`config.mk`:
```
export PLATFORM = sky130hd
export DESIGN_NAME = ilv_phase_gen
export DESIGN_NICKNAME = d
export VERILOG_FILES = /design/src/rtl/ilv_phase_pkg.sv /design/src/rtl/ilv_phase_ctrl.sv /design/src/rtl/ilv_phase_dp.sv /design/src/rtl/ilv_phase_gen.sv
export SDC_FILE = /design/constraint.sdc
export NUM_CORES = 1
export LEC_CHECK = 0
export BUFFER_PORTS_ARGS = -buffer_cell sky130_fd_sc_hd__buf_4
export CORE_ASPECT_RATIO = 1.75
export CORE_MARGIN = 1
export CORE_UTILIZATION = 40
export CTS_CLUSTER_SIZE = 40
export DETAILED_ROUTE_END_ITERATION = 12
export PLACE_DENSITY_LB_ADDON = 0.25
export SLEW_MARGIN = 20
export SYNTH_ARGS = -nofsm -noshare
export SYNTH_HDL_FRONTEND = slang
export SYNTH_SLANG_ARGS = --single-unit
```
`constraint.sdc`:
```
create_clock -name clk -period 3.3 [get_ports clk]
set_input_delay 0.66 -clock clk [delete_from_list [all_inputs] [get_ports clk]]
set_output_delay 0.66 -clock clk [all_outputs]
set_load 0.02 [all_outputs]
```
`src/rtl/ilv_phase_pkg.sv`:
```
package ilv_phase_pkg;
  typedef struct packed {
    logic stepAcc;
    logic loadLanes;
  } phase_strobe_t;
endpackage

```
`src/rtl/ilv_phase_ctrl.sv`:
```
module ilv_phase_ctrl
  import ilv_phase_pkg::*;
(
  input  logic          clk,
  input  logic          rstN,
  input  logic          en,
  output phase_strobe_t strobes,
  output logic          valid
);
  always_comb begin
    strobes.stepAcc   = en;
    strobes.loadLanes = en;
  end

  always_ff @(posedge clk or negedge rstN) begin
    if (!rstN) valid <= 1'b0;
    else       valid <= en;
  end

  // valid marks exactly the cycles after an enabled edge
  a_r4_valid_after_en: assert property (@(posedge clk) disable iff (!rstN)
    en |=> valid);
  a_r4_idle_after_off: assert property (@(posedge clk) disable iff (!rstN)
    !en |=> !valid);
endmodule

```
`src/rtl/ilv_phase_dp.sv`:
```
module ilv_phase_dp
  import ilv_phase_pkg::*;
#(
  parameter int PHASE_W = 12,
  parameter int LANES   = 16
) (
  input  logic                     clk,
  input  logic                     rstN,
  input  logic [PHASE_W-1:0]       fcw,
  input  phase_strobe_t            strobes,
  input  logic                     valid,
  output logic [LANES*PHASE_W-1:0] lanePhase
);
  localparam int SHIFT = $clog2(LANES);

  // constant multiple of v built from shifted copies, one per set bit of k
  function automatic logic [PHASE_W-1:0] mulConst(input logic [PHASE_W-1:0] v, input int k);
    logic [PHASE_W-1:0] sum;
    sum = '0;
    for (int b = 0; b <= SHIFT; b++)
      if (k[b]) sum = sum + (v << b);
    return sum;
  endfunction

  logic [PHASE_W-1:0] accQ;
  logic [PHASE_W-1:0] accStep;
  logic [PHASE_W-1:0] laneQ [LANES];

  assign accStep = fcw << SHIFT;

  always_ff @(posedge clk or negedge rstN) begin
    if (!rstN)                accQ <= '0;
    else if (strobes.stepAcc) accQ <= accQ + accStep;
  end

  for (genvar k = 0; k < LANES; k++) begin : g_lane
    logic [PHASE_W-1:0] offs;
    always_comb offs = mulConst(fcw, k + 1);

    always_ff @(posedge clk or negedge rstN) begin
      if (!rstN)                  laneQ[k] <= '0;
      else if (strobes.loadLanes) laneQ[k] <= accQ + offs;
    end

    assign lanePhase[k*PHASE_W +: PHASE_W] = laneQ[k];
  end

  // top lane lands on the freshly stepped accumulator
  a_r2_top_lane_acc: assert property (@(posedge clk) disable iff (!rstN)
    valid |-> laneQ[LANES-1] == accQ);

  // a disabled edge leaves accumulator and lanes alone
  a_r5_hold_acc: assert property (@(posedge clk) disable iff (!rstN)
    !strobes.stepAcc |=> $stable(accQ));
  a_r5_hold_lane: assert property (@(posedge clk) disable iff (!rstN)
    !strobes.loadLanes |=> ($stable(laneQ[0]) && $stable(laneQ[LANES-1])));

  // back-to-back groups join with one fcw step
  a_r6_group_join: assert property (@(posedge clk) disable iff (!rstN)
    (valid && $past(valid)) |-> laneQ[0] == $past(laneQ[LANES-1]) + $past(fcw));
endmodule

```
`src/rtl/ilv_phase_gen.sv`:
```
module ilv_phase_gen
  import ilv_phase_pkg::*;
#(
  parameter int PHASE_W = 12,
  parameter int LANES   = 16
) (
  input  logic                     clk,
  input  logic                     rstN,
  input  logic                     en,
  input  logic [PHASE_W-1:0]       fcw,
  output logic [LANES*PHASE_W-1:0] lanePhase,
  output logic                     valid
);
  initial begin
    if ((LANES & (LANES - 1)) != 0 || LANES < 1)
      $error("LANES must be a power of two");
  end

  phase_strobe_t strobes;

  ilv_phase_ctrl u_ctrl (
    .clk     (clk),
    .rstN    (rstN),
    .en      (en),
    .strobes (strobes),
    .valid   (valid)
  );

  ilv_phase_dp #(.PHASE_W(PHASE_W), .LANES(LANES)) u_dp (
    .clk       (clk),
    .rstN      (rstN),
    .fcw       (fcw),
    .strobes   (strobes),
    .valid     (valid),
    .lanePhase (lanePhase)
  );
endmodule

```
==> flow_summary.ini <==
[cells_and_area]
nets = 1794
layout_common_cells = 414 x buf_4, 144 x dfrtp_1, 119 x inv_1
utilization_pct = 57.0
layout-drive-gt1-share_pct = 44.9
syn_to_final_growth_pct = 40.8
antenna-diode-count = 0
final_common_cell = buf_4
fillCellCount = 2715

[detailed_routing]
dr.pass1.iters = 8
postRouteAntennaNets = 0
drc = 2
dr.first_iter.drc_count = 299
vias = 9904
wl_met2_um = 19400
wl_um = 36700
via_per_inst = 5.04
post_drt_wl_per_cell_um = 18.6
met3_length_um = 1130
wl_met1_um = 13800
top_layer = met4

[clocking]
cts_tree = done
cts_made_buffers = 17
clockRootBuffer = clkbuf_16
cts.sinks = 144
path_clk_slew_ns = 0.06
htree_levels = 4
clock_latency_ns = 0.46
cts_hold_buf = 0
clockBufferDepth = 2

[worst_setup_path]
crit_start = fcw[1]
path_class = primary input to flop
cp_common_cell = a21o_1
slowest_delay_ns = 0.49
worstPathMaxFanout = 4
r2r_slack_ns = 0.30
r2r_cells = 12
startpoint_type = primary input
required_ns = 3.68
worst_ep_arrival_time_ns = 4.82
crit_slowest_cell = fa_1
crit_chain = buf_12, ha_4, inv_2, fa_2, buf_4, buf_12, xnor2_4, fa_2, a21o_1, a21oi_2, o21ai_2, a21o_1, a21o_1, xor2_2, inv_1, fa_1, inv_1, ha_2, or3_1, o211ai_1, xnor2_1, xnor3_1, a21oi_2
end_kind = flop
r2r-end = u_dp.lanePhase[179]$_DFFE_PN0P_
cp.buffers_inverters = 6
r2r_start = u_dp.lanePhase[185]$_DFFE_PN0P_
path_delay_family = adder cells

[logic_synthesis]
synthFlopType = dfrtp_1
ys_types = 46
yosys.area.top_type_share_pct = 29.0
seq_area_frac_synth_pct = 29.0
synth_edf_count = 0
synth_seq_cells = 144
netlist_area_mm2 = 0.0124
synth_top_cell_by_area = dfrtp_1
syn_area_per_cell_um2 = 10.7
yosysWarnings = 0
ys_top_cells_by_area = dfrtp_1 29%, ha_1 15%, fa_1 11%, mux2_2 9.2%, xnor2_1 6.0%
synth_cells = 1158
synthArstFlopShare_pct = 100

[floorplan]
coreArea_mm2 = 0.0306
start_util_pct = 40.5
row_count = 85
dieHeight_um = 235
die_area_mm2 = 0.0318
num_io_pins = 208
die_w_um = 135

[status]
violations = design-rule violations, negative setup slack
status = finished, violations left

[global_route]
grt_max_degree = 74
grt_use_total_pct = 24.1
grt_pass1_vias = 10391
antenna_found_initial = 0
grt_first_pass_wirelength_um = 56700
grt-ovfl-total = 0

[sta]
maxSlewViolCount = 0
rsz0062_at_grt = yes
finalSetupViolations = 34
period_share_pct = 134
slew_headroom_pct = 61.9
fin_crit_ns = 4.43
hold_viol = 0
max_freq_ghz = 0.226
finalWorstSetupSlack_ns = -1.13
skew_ns = 0.00957
worst_pin_slew_ns = 0.572
fin_tns_setup_ns = -18.44

[place]
place_congestion = 0.887
port_buffers = 192
dp_hpwl_um = 28100

[power]
p_leak_nw = 8.66
power_density_mw_per_mm2 = 1170
max-vdd-ir-drop_mv = 0.529

[job]
cap_violations = 0

[worst_hold_path]
hp-class = primary input to async pin
## registers in the layout, indices dropped and copies added (netlist names)
name            cells
u_dp.lanePhase    143
u_ctrl.valid        1
## report_power, final
part           switching, mW  total (mW)  internal, mW
clock                  0.801        2.08          1.28
combinational           7.42        15.2          7.83
sequential             0.510        3.18          2.67
## metal layers
layer,vias to the layer above,global-route usage (%)
li1,4691,-
met1,4880,26.1
met2,229,42.7
met3,104,3.58
met4,0,16.1
met5,-,0
## how the worst max path moves through the flow
stage                                            to  slack [ns]  cells past startpoint
floorplan           u_dp.lanePhase[179]$_DFFE_PN0P_       -1.32                     21
global placement    u_dp.lanePhase[179]$_DFFE_PN0P_       -1.61                     23
detailed placement  u_dp.lanePhase[179]$_DFFE_PN0P_       -1.80                     20
CTS                 u_dp.lanePhase[179]$_DFFE_PN0P_       -1.04                     23
global route        u_dp.lanePhase[179]$_DFFE_PN0P_       -1.34                     23
finish              u_dp.lanePhase[179]$_DFFE_PN0P_       -1.13                     23
## through the flow
step                      hold WS, ns  setup slack (ns)  std cells  total power [mW]  instance area [um^2]
final                           0.162             -1.13       1967              20.5                 17500
after global routing            0.200             -1.34       1967              22.1                 17500
after floorplan                 0.364             -1.32       1172              11.8                 12600
after global placement          0.494             -1.61       1898              16.9                 15700
after detailed placement        0.497             -1.80       1898              17.2                 15700
after CTS                       0.172             -1.04       1955              20.2                 17100
## synthesized netlist by cell type (18+ instances only)
| master | number |
|---|---|
| buf_4 | 49 |
| a21o_1 | 61 |
| inv_1 | 133 |
| xor2_1 | 45 |
| xnor2_1 | 85 |
| ha_1 | 146 |
| dfrtp_1 | 144 |
| nand2_1 | 27 |
| nor2_1 | 23 |
| o21ai_0 | 33 |
| nor2b_1 | 18 |
| mux2_2 | 101 |
| fa_1 | 68 |
| mux2i_1 | 21 |
| a21oi_1 | 75 |
## area by class of cell
cell class	count	area, um^2	share of cell area (%)
timing repair buffer	445	3520	20.1
multi-input combinational	824	8730	50.0
clock inverter	8	128	0.731
sequential	144	3600	20.6
clock buffer	22	494	2.83
inverter	133	507	2.90
tap	391	489	2.80
## worst reg2reg max path, cell delays in order, from the launching register on
cell and delay, ns:
dfrtp_1 0.38, inv_1 0.28, buf_4 0.26, fa_1 0.44, inv_1 0.07, ha_1 0.23, a21o_1 0.20, a211oi_2 0.24
o21ai_0 0.13, o211ai_1 0.14, xnor2_1 0.16, xnor3_1 0.25, a21oi_2 0.14
## repair_timing
| action | 4_1_cts | 5_1_grt |
|---|---|---|
| resized for setup | 102 | 51 |
| gates cloned | 0 | 0 |
| setup endpoints to repair | 33 | 38 |
| buffers inserted | 31 | 12 |
| pin swaps | 64 | 33 |
## cell families (layout without fill, tap and decap cells)
kind of cell / after synthesis / in the layout / synth area share (%)
AO/OA/AOI/OAI: 221 / 221 / 11.3
adder cells (fa/ha/maj): 214 / 214 / 25.7
buffers and inverters: 204 / 608 / 7.72
flip-flops: 144 / 144 / 29.0
XOR/XNOR: 137 / 137 / 10.5
multiplexers: 123 / 123 / 11.0
AND/OR/NAND/NOR: 114 / 114 / 4.76
other: 1 / 15 / 0.0302
No activity file was read; power rests on OpenSTA's default activity.
